`src/rtl/fifo_trig_pkg.sv`:
```
package fifo_trig_pkg;

  // Trigger selector codes, shared by receive and transmit.
  typedef enum logic [1:0] {
    TRIG_ONE  = 2'd0,
    TRIG_QTR  = 2'd1,
    TRIG_HALF = 2'd2,
    TRIG_NEAR = 2'd3
  } trig_sel_t;

  typedef struct packed {
    logic      en;
    trig_sel_t rx_sel;
    trig_sel_t tx_sel;
    logic      enh;
  } trig_cfg_t;

endpackage

```
`src/rtl/fifo_trig_ctrl.sv`:
```
module fifo_trig_ctrl
  import fifo_trig_pkg::*;
#(
  parameter int  DEPTH = 16,
  localparam int CW    = $clog2(DEPTH + 1)
) (
  input  logic          clk,
  input  logic          rst,
  input  logic          cfg_we,
  input  trig_cfg_t     cfg_in,
  output logic          en_q,
  output logic          en_nxt,
  output logic [CW-1:0] rx_trig_q,
  output logic [CW-1:0] rx_trig_nxt,
  output logic [CW-1:0] tx_trig_nxt
);

  trig_cfg_t cfg_q;
  trig_cfg_t cfg_n;

  function automatic logic [CW-1:0] sel_to_level(input trig_sel_t s);
    case (s)
      TRIG_ONE:  return CW'(1);
      TRIG_QTR:  return CW'(DEPTH / 4);
      TRIG_HALF: return CW'(DEPTH / 2);
      default:   return CW'(DEPTH - 2);
    endcase
  endfunction

  always_comb begin
    cfg_n = cfg_we ? cfg_in : cfg_q;
  end

  always_ff @(posedge clk) begin
    if (rst) cfg_q <= '0;
    else     cfg_q <= cfg_n;
  end

  assign en_q        = cfg_q.en;
  assign en_nxt      = cfg_n.en;
  assign rx_trig_q   = sel_to_level(cfg_q.rx_sel);
  assign rx_trig_nxt = sel_to_level(cfg_n.rx_sel);
  assign tx_trig_nxt = cfg_n.enh ? sel_to_level(cfg_n.tx_sel) : CW'(1);

endmodule

```
`src/rtl/fifo_trig_buf.sv`:
```
module fifo_trig_buf #(
  parameter int  DW    = 8,
  parameter int  DEPTH = 16,
  localparam int CW    = $clog2(DEPTH + 1),
  localparam int AW    = (DEPTH > 1) ? $clog2(DEPTH) : 1
) (
  input  logic          clk,
  input  logic          rst,
  input  logic          en,
  input  logic          push,
  input  logic [DW-1:0] din,
  input  logic          pop,
  output logic [DW-1:0] dout,
  output logic [CW-1:0] level,
  output logic [CW-1:0] level_nxt,
  output logic          ovr
);

  logic [DW-1:0] mem [DEPTH];
  logic [AW-1:0] wr_ptr;
  logic [AW-1:0] rd_ptr;
  logic          push_ok;
  logic          pop_ok;

  function automatic logic [AW-1:0] bump(input logic [AW-1:0] p);
    return (p == AW'(DEPTH - 1)) ? '0 : p + 1'b1;
  endfunction

  always_comb begin
    pop_ok    = en && pop && (level != '0);
    push_ok   = en && push && ((level != CW'(DEPTH)) || pop_ok);
    level_nxt = en ? (level + CW'(push_ok) - CW'(pop_ok)) : '0;
  end

  // Storage array: write port only, no reset, so it maps to block RAM.
  always_ff @(posedge clk) begin
    if (push_ok) mem[wr_ptr] <= din;
  end

  // Registered read port (read-first on a shared address).
  always_ff @(posedge clk) begin
    if (rst)         dout <= '0;
    else if (pop_ok) dout <= mem[rd_ptr];
  end

  always_ff @(posedge clk) begin
    if (rst) begin
      wr_ptr <= '0;
      rd_ptr <= '0;
      level  <= '0;
      ovr    <= 1'b0;
    end else begin
      level <= level_nxt;
      if (!en) begin
        wr_ptr <= '0;
        rd_ptr <= '0;
        ovr    <= 1'b0;
      end else begin
        if (push_ok)          wr_ptr <= bump(wr_ptr);
        if (pop_ok)           rd_ptr <= bump(rd_ptr);
        if (push && !push_ok) ovr    <= 1'b1;
      end
    end
  end

endmodule

```
`src/rtl/fifo_trig_tout.sv`:
```
module fifo_trig_tout #(
  parameter int  LIMIT = 64,
  localparam int TW    = $clog2(LIMIT + 1)
) (
  input  logic clk,
  input  logic rst,
  input  logic en,
  input  logic restart,
  input  logic cond,
  output logic fire
);

  logic [TW-1:0] cnt;

  always_ff @(posedge clk) begin
    if (rst || !en || restart || !cond) begin
      cnt  <= '0;
      fire <= 1'b0;
    end else if (cnt == TW'(LIMIT - 1)) begin
      fire <= 1'b1;
    end else begin
      cnt <= cnt + 1'b1;
    end
  end

endmodule

```
`src/rtl/fifo_trig_irq.sv`:
```
module fifo_trig_irq
  import fifo_trig_pkg::*;
#(
  parameter int  DW          = 8,
  parameter int  DEPTH       = 16,
  parameter int  CHAR_CYCLES = 16,
  parameter int  TOUT_CHARS  = 4,
  localparam int CW          = $clog2(DEPTH + 1)
) (
  input  logic          clk,
  input  logic          rst,
  input  logic          cfg_we,
  input  logic          cfg_fifo_en,
  input  logic [1:0]    cfg_rx_sel,
  input  logic [1:0]    cfg_tx_sel,
  input  logic          cfg_enh,
  input  logic          tx_push,
  input  logic [DW-1:0] tx_din,
  input  logic          tx_pop,
  output logic [DW-1:0] tx_dout,
  output logic [CW-1:0] tx_level,
  output logic          tx_ovr,
  input  logic          rx_push,
  input  logic [DW-1:0] rx_din,
  input  logic          rx_pop,
  output logic [DW-1:0] rx_dout,
  output logic [CW-1:0] rx_level,
  output logic          rx_ovr,
  output logic          irq_rx_data,
  output logic          irq_tx_empty,
  output logic          irq_rx_tout
);

  localparam int TOUT_LIMIT = TOUT_CHARS * CHAR_CYCLES;

  trig_cfg_t     cfg_in;
  logic          en_q;
  logic          en_nxt;
  logic [CW-1:0] rx_trig_q;
  logic [CW-1:0] rx_trig_nxt;
  logic [CW-1:0] tx_trig_nxt;
  logic [CW-1:0] rx_level_nxt;
  logic [CW-1:0] tx_level_nxt;
  logic          tout_cond;
  logic          tout_restart;

  always_comb begin
    cfg_in.en     = cfg_fifo_en;
    cfg_in.rx_sel = trig_sel_t'(cfg_rx_sel);
    cfg_in.tx_sel = trig_sel_t'(cfg_tx_sel);
    cfg_in.enh    = cfg_enh;
  end

  fifo_trig_ctrl #(.DEPTH(DEPTH)) ctrl_i (
    .clk        (clk),
    .rst        (rst),
    .cfg_we     (cfg_we),
    .cfg_in     (cfg_in),
    .en_q       (en_q),
    .en_nxt     (en_nxt),
    .rx_trig_q  (rx_trig_q),
    .rx_trig_nxt(rx_trig_nxt),
    .tx_trig_nxt(tx_trig_nxt)
  );

  fifo_trig_buf #(.DW(DW), .DEPTH(DEPTH)) tx_buf_i (
    .clk      (clk),
    .rst      (rst),
    .en       (en_nxt),
    .push     (tx_push),
    .din      (tx_din),
    .pop      (tx_pop),
    .dout     (tx_dout),
    .level    (tx_level),
    .level_nxt(tx_level_nxt),
    .ovr      (tx_ovr)
  );

  fifo_trig_buf #(.DW(DW), .DEPTH(DEPTH)) rx_buf_i (
    .clk      (clk),
    .rst      (rst),
    .en       (en_nxt),
    .push     (rx_push),
    .din      (rx_din),
    .pop      (rx_pop),
    .dout     (rx_dout),
    .level    (rx_level),
    .level_nxt(rx_level_nxt),
    .ovr      (rx_ovr)
  );

  always_comb begin
    tout_cond    = (rx_level != '0) && (rx_level < rx_trig_q);
    tout_restart = rx_push || rx_pop || cfg_we;
  end

  fifo_trig_tout #(.LIMIT(TOUT_LIMIT)) tout_i (
    .clk    (clk),
    .rst    (rst),
    .en     (en_q),
    .restart(tout_restart),
    .cond   (tout_cond),
    .fire   (irq_rx_tout)
  );

  // Level interrupts look ahead at next-state values so they change together with the levels.
  always_ff @(posedge clk) begin
    if (rst) begin
      irq_rx_data  <= 1'b0;
      irq_tx_empty <= 1'b0;
    end else begin
      irq_rx_data  <= en_nxt && (rx_level_nxt >= rx_trig_nxt);
      irq_tx_empty <= en_nxt && (tx_level_nxt < tx_trig_nxt);
    end
  end

endmodule

```
`config.mk`:
```
export PLATFORM = sky130hd
export DESIGN_NAME = fifo_trig_irq
export DESIGN_NICKNAME = d
export VERILOG_FILES = /design/src/rtl/fifo_trig_pkg.sv /design/src/rtl/fifo_trig_ctrl.sv /design/src/rtl/fifo_trig_buf.sv /design/src/rtl/fifo_trig_tout.sv /design/src/rtl/fifo_trig_irq.sv
export SDC_FILE = /design/constraint.sdc
export NUM_CORES = 1
export LEC_CHECK = 0
export CAP_MARGIN = 20
export CELL_PAD_IN_SITES_DETAIL_PLACEMENT = 1
export CELL_PAD_IN_SITES_GLOBAL_PLACEMENT = 1
export CORE_MARGIN = 1
export CORE_UTILIZATION = 51
export DETAILED_ROUTE_END_ITERATION = 7
export GPL_ROUTABILITY_DRIVEN = 0
export PLACE_DENSITY_LB_ADDON = 0.1
export RECOVER_POWER = 25
export SLEW_MARGIN = 30
export SYNTH_ARGS = -nofsm -noshare
export SYNTH_HDL_FRONTEND = slang
export SYNTH_SLANG_ARGS = --single-unit
```
`constraint.sdc`:
```
create_clock -name clk -period 6.3 [get_ports clk]
set_input_delay 1.26 -clock clk [delete_from_list [all_inputs] [get_ports clk]]
set_output_delay 1.26 -clock clk [all_outputs]
set_load 0.02 [all_outputs]
```
Word-level counts from Yosys, hierarchy flattened
Memory sizes are Yosys's and may differ from the RTL's. A register that Yosys moved wholly into a read port is not among the register bits.
Cells that the tools add are included.
Operators by class
  add/subtract/negate cells: 9
  reduce and logical (&&, ||, !) cells: 30
  multiplexer cells: 15
  bitwise logic cells: 1
  equality and inequality tests: 13
  $lt $le $gt $ge: 3
Operators with widths (count)
  $pmux 4 s3: 3
  $mux 4: 5
  $add 4x1->4 const B: 4
  $eq 4x4->1 const B: 4
  $logic_and 1x1->1: 13
  $add 5x1->5: 2
  $lt 5x5->1: 2
  $mux 5: 2
  $ne 5x5->1 const B: 2
  $reduce_bool 5->1: 2
  $sub 5x1->5: 2
  $add 7x1->7 const B: 1
  $eq 7x6->1 const B: 1
  $logic_or 1x1->1: 7
  $eq 2x1->1 const B: 3
  $eq 2x2->1 const B: 3
  $logic_not 2->1: 3
  $mux 6: 1
  $ge 5x5->1: 1
  $logic_not 1->1: 4
  $mux 1: 4
  $reduce_or 2->1: 1
  $not 1->1: 1
Word-level totals
  register bits after elaboration: 44
  word-level logic and storage cells: 89
  memories kept: 2
  bits in writable memories: 256
  output and inout bits: 31
  input bits: 29
Memory list
  rx_buf_i.mem: depth 16, bits a word 8, rd ports 1, clocked after memory_dff 1, wr ports 1, line fifo_trig_buf.sv:19  | logic [DW-1:0] mem [DEPTH];
  tx_buf_i.mem: depth 16, bits a word 8, rd ports 1, clocked after memory_dff 1, wr ports 1, line fifo_trig_buf.sv:19

Depth between registers and ports, before layout
Gate-level depths: netlist of the first run.
  depth after elaboration: 10
  depth in mapped cells: 17
  depth with buffers taken out: 17

Hierarchy
Synthesis of the first run repeated with hierarchy kept, for this count alone.
Second synthesis, totals
  cell total of the unflattened synthesis: 802
  area, all modules: 13435.4 sq um
Modules (own cells, without submodules)
  fifo_trig_buf (tx_buf_i): cells an instance 336, times used 1, sequential area each 4284.1 sq um, area each 6167.2 sq um
  fifo_trig_buf (rx_buf_i): cells an instance 335, times used 1, sequential area each 4284.1 sq um, area each 6130.9 sq um
  fifo_trig_tout: cells an instance 41, times used 1, sequential area each 160.2 sq um, area each 392.9 sq um
  fifo_trig_irq: cells an instance 50, times used 1, sequential area each 40.0 sq um, area each 380.4 sq um
  fifo_trig_ctrl: cells an instance 40, times used 1, sequential area each 120.1 sq um, area each 364.1 sq um

Least setup slack after synthesis of the first run
Ideal clock, no wire load.
  kind: in2reg
  start point: input cfg_we
  end point: register irq_rx_data
  library setup time: 0.086 ns
  stages on the path: 15
  path slack: 2.669 ns
  data required time: 6.214 ns
  buffers on the path: 0
  arrival: 3.545 ns
  cell sequence: mux2_4 o211ai_2 inv_2 ha_1 inv_1 ha_1 inv_1 fa_1 xor2_1 nor2_1 ha_1 o21ai_0 a21oi_1 nor2_1 a211oi_1
Between the ends
  word-level cells in the longest chain between the ends: 10
  elaborated cells on any way between the ends: 15
  classes of those cells: add/sub (2); order compare (1); eq/ne (2); mux (3); reduce/logical (7)
RTL lines
  from (decl): line fifo_trig_irq.sv:12  | input logic cfg_we,
  $mux 6 (*): line fifo_trig_ctrl.sv:31  | cfg_n = cfg_we ? cfg_in : cfg_q;
  $logic_and 1x1->1 (*) (2 in series): line fifo_trig_buf.sv:30  | pop_ok = en && pop && (level != '0);
  net rx_buf_i.pop_ok: line fifo_trig_buf.sv:23  | logic pop_ok;
  $logic_or 1x1->1: line fifo_trig_buf.sv:31  | push_ok = en && push && ((level != CW'(DEPTH)) || pop_ok);
  $logic_and 1x1->1: line fifo_trig_buf.sv:31
  $add 5x1->5: line fifo_trig_buf.sv:32  | level_nxt = en ? (level + CW'(push_ok) - CW'(pop_ok)) : '0;
  $sub 5x1->5 (*): line fifo_trig_buf.sv:32
  $mux 5 (*): line fifo_trig_buf.sv:32
  net rx_buf_i.level_nxt[2]: line fifo_trig_buf.sv:15  | output logic [CW-1:0] level_nxt,
  $ge 5x5->1 (*): line fifo_trig_irq.sv:112  | irq_rx_data <= en_nxt && (rx_level_nxt >= rx_trig_nxt);
  $logic_and 1x1->1 (*): line fifo_trig_irq.sv:112
  to (signal assigned): line fifo_trig_irq.sv:112
  to (decl): line fifo_trig_irq.sv:29  | output logic irq_rx_data,
Mark *: on every way through the listed nets, which the timed path passes. The rest lies on a longest branch.
A chain may end at the register's enable or synchronous reset.

Worst setup path in the final report of the first run
Same ends and word-level chain as after synthesis.

==> results of run 1 <==
==> layer usage <==
metal | routed length (µm) | up-vias | GRT usage [%]
li1 | - | 3112 | -
met2 | 14770 | 120 | 40.22
met3 | 954 | 33 | 3.254
met4 | 379 | 0 | 5.232
met1 | 11590 | 3523 | 28.21
met5 | 0 | - | 0
==> cell usage in the layout (no fill, tap or decap), drive strengths merged, types with 2 or more instances in the layout <==
master and instances:
fa 2, buf 12, a311oi 3, o21bai 2
edfxtp 256, a21o 3, nor2 68, or3b 2
o311a 2, clkdlybuf4s50 48, ha 33, a31oi 3
nor3 19, xnor2 7, or3 2, nor3b 3
clkinv 10, dlygate4sd3 11, xor2 8, nand2 23
a211oi 3, dfxtp 60, o21ai 9, clkbuf 48
nor4b 2, o221ai 16, mux2i 37, inv 36
a21oi 20, nand2b 5, o211ai 3, and2 3
bufinv 3, nor2b 2, mux4 64, nand3b 18
a41oi 3
==> report_power, final <==
group	leakage [µW]	internal (µW)	switching, µW
Combinational	0.00141	44.9	72.2
Sequential	0.00279	2260	5.81
Clock	0.000564	1220	792
==> final timing paths <==
kind / end / slack [ns] / cells past startpoint / from
worst max-delay path: irq_rx_data / 1.85 / 16 / cfg_we
worst min-delay path: tout_i.cnt[6] / 0.47 / 2 / tout_i.cnt[6]
worst max register to register: irq_rx_data / 2.43 / 17 / rx_buf_i.level[2]
worst min register to register: tout_i.cnt[6] / 0.47 / 2 / tout_i.cnt[6]
==> worst max-delay path, delay by kind of cell <==
kind,cells,cell delay [ns]
XOR/XNOR,1,0.19
adder cells (fa/ha/maj),4,1.19
buffers and inverters,4,1.05
AO/OA/AOI/OAI,4,0.67
AND/OR/NAND/NOR,2,0.12
multiplexers,1,0.41
==> layout make-up <==
type,instances,share of cell area [%]
Inverter,34,0.8531
Clock buffer,48,6.591
Sequential cell,316,59.43
Clock inverter,16,1.138
Multi-Input combinational cell,376,24.72
Timing Repair Buffer,71,4.550
Tap cell,324,2.710
==> sequential cells by signal, summed over array words and instances, names as in the netlist, 4 cells and up <==
register,cells
ctrl_i.cfg_q,5
rx_buf_i.level,5
rx_buf_i.rd_ptr,4
rx_buf_i.wr_ptr,4
rx_buf_i.mem,128
rx_buf_i.dout,8
tx_buf_i.dout,8
tout_i.cnt,7
tx_buf_i.level,5
tx_buf_i.mem,128
tx_buf_i.wr_ptr,4
tx_buf_i.rd_ptr,4
==> logic make-up (layout without fill, tap and decap cells) <==
| logic type | after synthesis | after routing | synth area share, % |
|---|---|---|---|
| fa+ha+maj | 35 | 35 | 3.519 |
| mux | 102 | 102 | 14.19 |
| flops | 316 | 316 | 69.06 |
| xor+xnor | 15 | 15 | 1.021 |
| simple gates | 153 | 153 | 5.901 |
| buf+inv | 72 | 169 | 2.391 |
| compound gates | 71 | 71 | 3.918 |
==> metrics by stage <==
step / utilization, % / std cells
final: 60.98 / 1185
after global placement: 56.23 / 1121
after detailed placement: 56.24 / 1121
after global routing: 60.98 / 1185
after CTS: 60.95 / 1185
after floorplan: - / 764
==> key figures, run 1 <==
Cells and area
  – Area Overhead vs Synth: 16.22%
  – Post-layout instance area: ~15000 µm²
  – Footprint of the multi-input gates: 3699 µm²
  – Share of cells above drive strength 1: 16.84%
  – Sequential cell area: 8891 µm²
  – Number of filler cells placed in the layout: between 2000 and 2500
  – Antenna diodes: 0
  – Nets: approximately 900

Drt
  – Avg WL per Cell: ~23 µm
  – Routed WL: 27.69 mm
  – Via count: between 6000 and 7000
  – Number of DRC violations after detailed-routing iteration 0: roughly 510
  – DRC errors left: 0
  – First-pass iteration count of the detailed router: 4
  – Via/cell ratio: 5.728
  – Post-route ant nets: 0

Yosys
  – Synth warnings: 0
  – Seq/Total Area, Yosys: 69.06%
  – Synth cell types: between 50 and 60
  – FFs w/ async S/R, synth: 0%
  – Mapped Nets: 828
  – Largest cells by area after synthesis: edfxtp_1 60%, mux4_2 11%, dfxtp_1 9.3%
  – Yosys top cell area share: around three fifths
  – Cells after Synth: ~760
  – Commonest cells in the netlist: 256 x edfxtp_1, 68 x nor2_1, 64 x mux4_2
  – FF+latch count, synth: 316
  – Mean Syn Cell Area: 16.85 µm²
  – Cell accounting for the most synthesized area: edfxtp_1
  – Post-synth EDFFs: 256
  – Post-synthesis cell area: 12870 µm²
  – Cell with the most instances after synthesis: edfxtp_1
  – Top_reg_cell synth: edfxtp_1

Clock network
  – CTS Hold Buffers Added: 0
  – Cts repair resizes: 0
  – Root Driver: clkbuf_16
  – # clock sinks: 316
  – H-tree Lvls: 2
  – TritonCTS clock tree: done
  – CTS max path bufs: 3
  – Num CTS Buffers: 35
  – Setup bufs post-CTS: 0
  – Reg clk slew, reported paths: around 0.07 ns
  – Clk_lat worst skew: 0.51 ns

GRT
  – Vias in the first global route: 7419
  – Largest net degree at the start of global routing: 37
  – Tot GR Track Use: 22.25%
  – Initial antenna violation count: 0
  – Total grt overflow: 0
  – First-pass GRT wire length: 43.38 mm

Run status
  – Outcome: finished clean

Pwr
  – PnR Total Power: 4405 µW
  – Static leakage: 0.004768 µW
  – Pwr dens: 294.4 nW/µm²
  – Max IR drop VDD: about 0.29 mV

Timing
  – RSZ-0062 raised after global routing: no
  – Peak Freq: roughly 0.22 GHz
  – Max-slew violation count: 0
  – Period utilization: 70.62%
  – Setup violations, final: 0
  – Setup ws final: 1.851 ns
  – Fin. Hold Viols: 0
  – WHS: 0.4665 ns
  – Slew @ Worst Pin: 0.9655 ns
  – Tmin final: 4.449 ns
  – Worst relative slew slack: 35.40%
  – Setup tns final: 0 ns
  – Worst clock skew: 0.02081 ns

Floorplan
  – Io pins: 60
  – # rows: 57
  – Die Y: 160.9 µm
  – Starting Density: 52.46%
  – Die width: 160.9 µm
  – Core box area: 24530 µm²
  – Die area: ~26000 µm²

Worst setup path
  – CP Cell Sequence: clkdlybuf4s50_1 -> mux2_4 -> o211ai_2 -> inv_2 -> ha_1 -> inv_1 -> ha_1 -> inv_1 -> fa_1 -> xor2_1 -> nor2_1 -> ha_1 -> o21ai_0 -> a21oi_1 -> nor2_1 -> a211oi_1
  – Crit end category: flop
  – Slowest stage delay, CP: 0.78 ns
  – Worst-path fanout max: 14
  – Startpoint types: primary input
  – Critical path arrival: 4.88 ns
  – Req. time, crit path: ~6.7 ns
  – Critical path class: primary input to flop
  – CP dominant cell by count: ha_1
  – Worst path slowest cell: clkdlybuf4s50_1

Placed design
  – Setup WS pre-CTS: 1.362 ns
  – Buffers on Ports: 59
  – DP Area: 13800 µm²
  – DP HPWL: approximately 18 mm

Job
  – Number of max-cap violations: 0

Min path
  – Hold Crit Class: flop to flop
(Power assumes the default switching activity.)
==> run 2: changes to the inputs <==
--- a/config.mk
+++ b/config.mk
@@ -9,7 +9,7 @@
 export CELL_PAD_IN_SITES_DETAIL_PLACEMENT = 1
 export CELL_PAD_IN_SITES_GLOBAL_PLACEMENT = 1
 export CORE_MARGIN = 1
-export CORE_UTILIZATION = 51
+export CORE_UTILIZATION = 47
 export DETAILED_ROUTE_END_ITERATION = 7
 export GPL_ROUTABILITY_DRIVEN = 0
 export PLACE_DENSITY_LB_ADDON = 0.1
==> constraint.sdc (replaced) <==
create_clock -name clk -period 3.6 [get_ports clk]
set_input_delay 0.72 -clock clk [delete_from_list [all_inputs] [get_ports clk]]
set_output_delay 0.72 -clock clk [all_outputs]
set_load 0.02 [all_outputs]
==> run 2 against run 1 <==
Non-clock buffer count increased by 31. Largest cell class unchanged. Clock-buffer cell count decreased by 4. Flip-flop and latch count unchanged. Global-route usage decreased by 1.8 points. Setup slack got worse by 1.6 ns. Die area increased by 8.4%. Design area increased by 2.3%.
==> key figures, run 2 (synthesized netlist as in run 1, its figures left out) <==
Job
  – Number of max-cap violations: 0 (unchanged)

Cells and area
  – Number of filler cells placed in the layout: 2434 (was 2203)
  – Leading registers by flop count: rx_buf_i.mem (128), tx_buf_i.mem (128) (unchanged)
  – Most common cell after layout, fill and taps aside: edfxtp_1 (unchanged)
  – Area Overhead vs Synth: 18.95% (was 16.22%)
  – Most frequent cells in the layout: 256 x edfxtp_1, 67 x nor2_1, 64 x mux4_2 (unchanged)
  – Share of cells above drive strength 1: 20.72% (was 16.84%)
  – Nets: 930 (was 898)
  – Post-layout instance area: 15310 µm² (was 14960 µm²)
  – Antenna diodes: 0 (unchanged)

Pwr
  – Switching power: 1590 µW (was 870.2 µW)
  – Power Internal: 6404 µW (was 3534 µW)
  – Clock share of power: 47.6% (was 45.8%)
  – Power share of the combinational group: 2.7% (about the same)
  – Net Sw Frac: 19.89% (was 19.76%)
  – Pwr dens: 522.1 nW/µm² (was 294.4 nW/µm²)
  – Static leakage: 0.004977 µW (was 0.004768 µW)
  – Max IR drop VDD: 0.3856 mV (was 0.2903 mV)
  – Flop pwr share: 49.7% (was 51.6%)

Clock network
  – H-tree Lvls: 2 (unchanged)
  – Root Driver: clkbuf_16 (unchanged)
  – # clock sinks: 316 (unchanged)
  – CTS Hold Buffers Added: 0 (unchanged)
  – CTS max path bufs: 3 (unchanged)
  – Num CTS Buffers: 36 (was 35)
  – TritonCTS clock tree: done (unchanged)
  – Reg clk slew, reported paths: 0.06 ns (was 0.07 ns)
  – Clk_lat worst skew: 0.51 ns (about the same)

Worst setup path
  – Req. time, crit path: 4.04 ns (was 6.73 ns)
  – Critical path class: primary input to flop (unchanged)
  – R2r worst-path depth: 16 (was 17)
  – Startpoint types: primary input (unchanged)
  – Reg2reg end: irq_rx_data (unchanged)
  – Reg2Reg Launch Point: rx_buf_i.level[3] (was rx_buf_i.level[2])
  – Critical path arrival: 3.76 ns (was 4.88 ns)
  – Crit end category: flop (unchanged)
  – FF-to-FF setup slack: 0.29 ns (was 2.43 ns)
  – Worst-path fanout max: 2 (was 14)

Min path
  – Hold Startpoint: tout_i.cnt[6] (unchanged)
  – Min-Delay Path Depth: 2 (unchanged)
  – Hold endpoint: tout_i.cnt[6] (unchanged)
  – Hold Crit Class: flop to flop (unchanged)

Floorplan
  – Die Y: 167.5 µm (was 160.9 µm)
  – Starting Density: 47.89% (was 52.46%)
  – Io pins: 60 (unchanged)
  – Die width: 167.5 µm (was 160.9 µm)
  – Core box area: 26880 µm² (was 24530 µm²)
  – # rows: 60 (was 57)
  – Die area: 28050 µm² (was 25880 µm²)

GRT
  – Total grt overflow: 0 (unchanged)
  – First-pass GRT wire length: 43.48 mm (was 43.38 mm)
  – Largest net degree at the start of global routing: 37 (unchanged)
  – Tot GR Track Use: 20.48% (was 22.25%)
  – Vias in the first global route: 7592 (was 7419)
  – Initial antenna violation count: 0 (unchanged)

Timing
  – Fin. Hold Viols: 0 (unchanged)
  – Worst clock skew: 0.009519 ns (was 0.02081 ns)
  – Setup violations, final: 0 (unchanged)
  – Peak Freq: 0.3011 GHz
  – Worst relative slew slack: 38.78% (was 35.40%)
  – Slew @ Worst Pin: 0.9149 ns (was 0.9655 ns)
  – WHS: 0.4513 ns (was 0.4665 ns)
  – Period utilization: 92.25%
  – Max-slew violation count: 0 (unchanged)
  – Tmin final: approximately 3.3 ns
  – Setup tns final: 0 ns (unchanged)
  – RSZ-0062 raised after global routing: no (unchanged)

Placed design
  – Buffers on Ports: 59 (unchanged)
  – DP Area: 14040 µm² (was 13800 µm²)
  – DP HPWL: 18.71 mm (was 18.06 mm)

Drt
  – Routed WL: 27.76 mm (was 27.69 mm)
  – Post-route ant nets: 0 (unchanged)
  – Via count: 6845 (was 6788)
  – Number of DRC violations after detailed-routing iteration 0: 404 (was 508)
  – Via/cell ratio: 5.547 (was 5.728)
  – DRC errors left: 0 (unchanged)
  – Avg WL per Cell: 22.50 µm (was 23.37 µm)
  – First-pass iteration count of the detailed router: 6 (was 4)

Run status
  – Outcome: finished clean (unchanged)
## run 2: critical path, stage by stage
cell	delay (ns)
clkdlybuf4s50_1	0.49
mux2_4	0.32
buf_4	0.14
o211ai_2	0.08
inv_2	0.06
ha_1	0.27
inv_1	0.06
ha_1	0.16
inv_1	0.06
fa_1	0.40
xor2_1	0.22
nor2_1	0.07
ha_1	0.20
a211oi_1	0.26
o21ai_1	0.12
a21oi_1	0.12
## run 2: timing repair
| action | in CTS | in global routing |
|---|---|---|
| buffers inserted | 0 | 1 |
| endpoints found under the setup margin | 0 | 1 |
| gates resized for setup | 0 | 3 |
## run 2: routing by layer
metal	track usage, %	wire (µm)
met3	3.214	920
met5	0	0
met4	5.225	501
met1	25.24	11760
met2	37.50	14580
## run 2: area by class of cell
| type | instances | area, µm² | area share [%] |
|---|---|---|---|
| flip-flops and latches | 316 | 8891 | 58.07 |
| multi-input cells | 376 | 3690 | 24.10 |
| clock buffers | 44 | 1002 | 6.546 |
| repair buffers | 102 | 922.1 | 6.023 |
| well taps | 341 | 426.7 | 2.787 |
| clock inverters | 21 | 250.2 | 1.635 |
| inverters | 34 | 127.6 | 0.8336 |
## run 2: stage by stage
stage	power (µW)	instances	setup WS, ns	utilization (%)
6_report	7994	1234	0.2791	56.96
5_1_grt	8228	1234	0.04514	56.96
4_1_cts	8093	1233	0.1677	56.89
3_5_place_dp	4272	1168	-0.2225	52.23
3_3_place_gp	4255	1168	-0.07887	52.23
2_1_floorplan	4142	764	0.4493	-
## run 2: worst max path at each step
stage,depth (start not counted),startpoint,slack (ns),end
3_5_place_dp,15,cfg_we,-0.22,irq_tx_empty
3_3_place_gp,15,cfg_we,-0.08,irq_tx_empty
6_report,16,cfg_we,0.28,irq_tx_empty
2_1_floorplan,17,rx_buf_i.level[3],0.45,irq_rx_data
5_1_grt,16,cfg_we,0.05,irq_tx_empty
4_1_cts,17,rx_buf_i.level[3],0.17,irq_rx_data
## run 2: power groups by stage
stage	Sequential (µW)	Clock, µW	Combinational, µW
final	3970	3800	217
after global routing	3970	4020	238
after CTS	3970	3900	222
after detailed placement	4050	0	221
after global placement	4050	0	206
after floorplan	4050	0	88.2
==> run 3: changes to the inputs <==
--- a/config.mk
+++ b/config.mk
@@ -8,12 +8,14 @@
 export CAP_MARGIN = 20
 export CELL_PAD_IN_SITES_DETAIL_PLACEMENT = 1
 export CELL_PAD_IN_SITES_GLOBAL_PLACEMENT = 1
+export CORE_ASPECT_RATIO = 1.2
 export CORE_MARGIN = 1
 export CORE_UTILIZATION = 47
 export DETAILED_ROUTE_END_ITERATION = 7
 export GPL_ROUTABILITY_DRIVEN = 0
 export PLACE_DENSITY_LB_ADDON = 0.1
 export RECOVER_POWER = 25
+export SKIP_LAST_GASP = 1
 export SLEW_MARGIN = 30
 export SYNTH_ARGS = -nofsm -noshare
 export SYNTH_HDL_FRONTEND = slang
==> run 3 against run 2 <==
Wire length up 0.62%. Clock skew up 0.0042 ns. Design area down 0.47%. Largest power group unchanged.
==> key figures, run 3 (synthesized netlist as in run 1, its figures left out) <==
Run status
  – Outcome: finished clean (unchanged)

Drt
  – Routed WL: 27.93 mm (was 27.76 mm)
  – Post-route ant nets: 0 (unchanged)
  – First-pass iteration count of the detailed router: 4 (was 6)
  – Via count: 6934 (was 6845)
  – Via/cell ratio: 5.628 (was 5.547)
  – Avg WL per Cell: 22.67 µm (was 22.50 µm)
  – Number of DRC violations after detailed-routing iteration 0: 361 (was 404)
  – DRC errors left: 0 (unchanged)

Worst setup path
  – Worst Setup SP: rx_buf_i.level[3] (was cfg_we)
  – Critical path arrival: 3.83 ns (was 3.76 ns)
  – Reg2Reg Launch Point: rx_buf_i.level[3] (unchanged)
  – Critical path class: flop to flop (was primary input to flop)
  – R2r worst-path depth: 17 (was 16)
  – Worst-path fanout max: 4 (was 2)
  – Startpoint types: flop (was primary input)
  – Crit end category: flop (unchanged)
  – Req. time, crit path: 4.03 ns (was 4.04 ns)

Clock network
  – H-tree Lvls: 2 (unchanged)
  – TritonCTS clock tree: done (unchanged)
  – CTS max path bufs: 3 (unchanged)
  – Clk_lat worst skew: 0.51 ns (about the same)
  – Cts repair resizes: 0 (unchanged)
  – Root Driver: clkbuf_16 (unchanged)
  – # clock sinks: 316 (unchanged)
  – Reg clk slew, reported paths: 0.06 ns (about the same)
  – CTS Hold Buffers Added: 0 (unchanged)
  – Num CTS Buffers: 34 (was 36)
  – Setup bufs post-CTS: 0 (unchanged)

GRT
  – Total grt overflow: 0 (unchanged)
  – Largest net degree at the start of global routing: 37 (unchanged)
  – Tot GR Track Use: 20.84% (was 20.48%)
  – First-pass GRT wire length: 43.86 mm (was 43.48 mm)
  – Initial antenna violation count: 0 (unchanged)
  – Vias in the first global route: 7707 (was 7592)

Floorplan
  – # rows: 66 (was 60)
  – Io pins: 60 (unchanged)
  – Core box area: 27000 µm² (was 26880 µm²)
  – Die area: 28050 µm² (about the same)
  – Die Y: 183.3 µm (was 167.5 µm)
  – Die width: 153.1 µm (was 167.5 µm)
  – Starting Density: 47.66% (was 47.89%)

Cells and area
  – Antenna diodes: 0 (unchanged)
  – Nets: 932 (was 930)
  – Area Overhead vs Synth: 18.38% (was 18.95%)
  – Number of filler cells placed in the layout: 2462 (was 2434)
  – Most common cell after layout, fill and taps aside: edfxtp_1 (unchanged)
  – Share of cells above drive strength 1: 19.73% (was 20.72%)
  – Leading registers by flop count: rx_buf_i.mem (128), tx_buf_i.mem (128) (unchanged)
  – Most frequent cells in the layout: 256 x edfxtp_1, 68 x nor2_1, 64 x mux4_2 (was 256 x edfxtp_1, 67 x nor2_1, 64 x mux4_2)

Placed design
  – Buffers on Ports: 59 (unchanged)
  – DP HPWL: 18.95 mm (was 18.71 mm)

Timing
  – Slew @ Worst Pin: 0.8841 ns (was 0.9149 ns)
  – Setup tns final: 0 ns (unchanged)
  – Tmin final: 3.404 ns (was 3.321 ns)
  – RSZ-0062 raised after global routing: no (unchanged)
  – Peak Freq: 0.2938 GHz (was 0.3011 GHz)
  – Worst clock skew: 0.01368 ns (was 0.009519 ns)
  – Setup violations, final: 0 (unchanged)
  – Max-slew violation count: 0 (unchanged)
  – Fin. Hold Viols: 0 (unchanged)
  – Worst relative slew slack: 40.84% (was 38.78%)
  – Period utilization: 94.55% (was 92.25%)

Pwr
  – PnR Total Power: 7828 µW (was 7994 µW)
  – Max IR drop VDD: 0.4026 mV (was 0.3856 mV)
  – Static leakage: 0.004953 µW (was 0.004977 µW)
  – Pwr dens: 513.8 nW/µm² (was 522.1 nW/µm²)

Job
  – Number of max-cap violations: 0 (unchanged)

Min path
  – Hold Startpoint: tout_i.cnt[6] (unchanged)
  – Min-Delay Path Depth: 2 (unchanged)
  – Hold Crit Class: flop to flop (unchanged)
-- run 3: power by group --
part	internal, µW	total (µW)	switching [µW]
logic	87.1	216	129
clock network	2250	3640	1390
registers	3960	3970	9.23
total	6300	7830	1530
-- run 3: worst paths after layout --
kind,end,slack (ns)
min reg2reg,tout_i.cnt[6],0.46
min,tout_i.cnt[6],0.46
max,irq_rx_data,0.20
max reg2reg,irq_rx_data,0.20
-- run 3: critical path, cell delays in order, from the launching register on --
cell      delay [ns]
dfxtp_1         0.36
inv_1           0.11
ha_1            0.14
or3b_1          0.42
o211ai_2        0.23
inv_2           0.07
ha_1            0.28
inv_1           0.07
ha_1            0.18
inv_1           0.06
fa_1            0.42
xor2_2          0.19
nor2_1          0.07
ha_1            0.27
o21ai_0         0.07
a21oi_1         0.13
nor2_1          0.06
a211oi_1        0.20
-- run 3: layer usage --
layer	GRT usage [%]	part of all wire, %	vias to the layer above
li1	-	-	3172
met1	23.30	40	3600
met2	40.00	55	122
met3	3.308	3.2	40
met4	7.071	2.2	0
met5	0	0	-
-- run 3: metrics by stage --
step	area [µm²]	utilization [%]	hold slack (ns)	instances	setup WS, ns
after floorplan	12870	-	0.4200	764	0.4493
final	15240	56.43	0.4585	1232	0.1963
after global routing	15240	56.43	0.4868	1232	0.02855
after CTS	15230	56.41	0.4680	1232	0.1607
after detailed placement	14060	52.08	0.4560	1172	-0.2767
after global placement	14060	52.08	0.4366	1172	-0.05753
-- run 3: cell type report --
cell class	count	area (µm²)	area share [%]
Sequential cell	316	8891	58.35
Multi-Input combinational cell	376	3682	24.17
Clock buffer	45	964.7	6.331
Timing Repair Buffer	106	939.7	6.167
Tap cell	340	425.4	2.792
Clock inverter	15	206.4	1.355
Inverter	34	127.6	0.8376
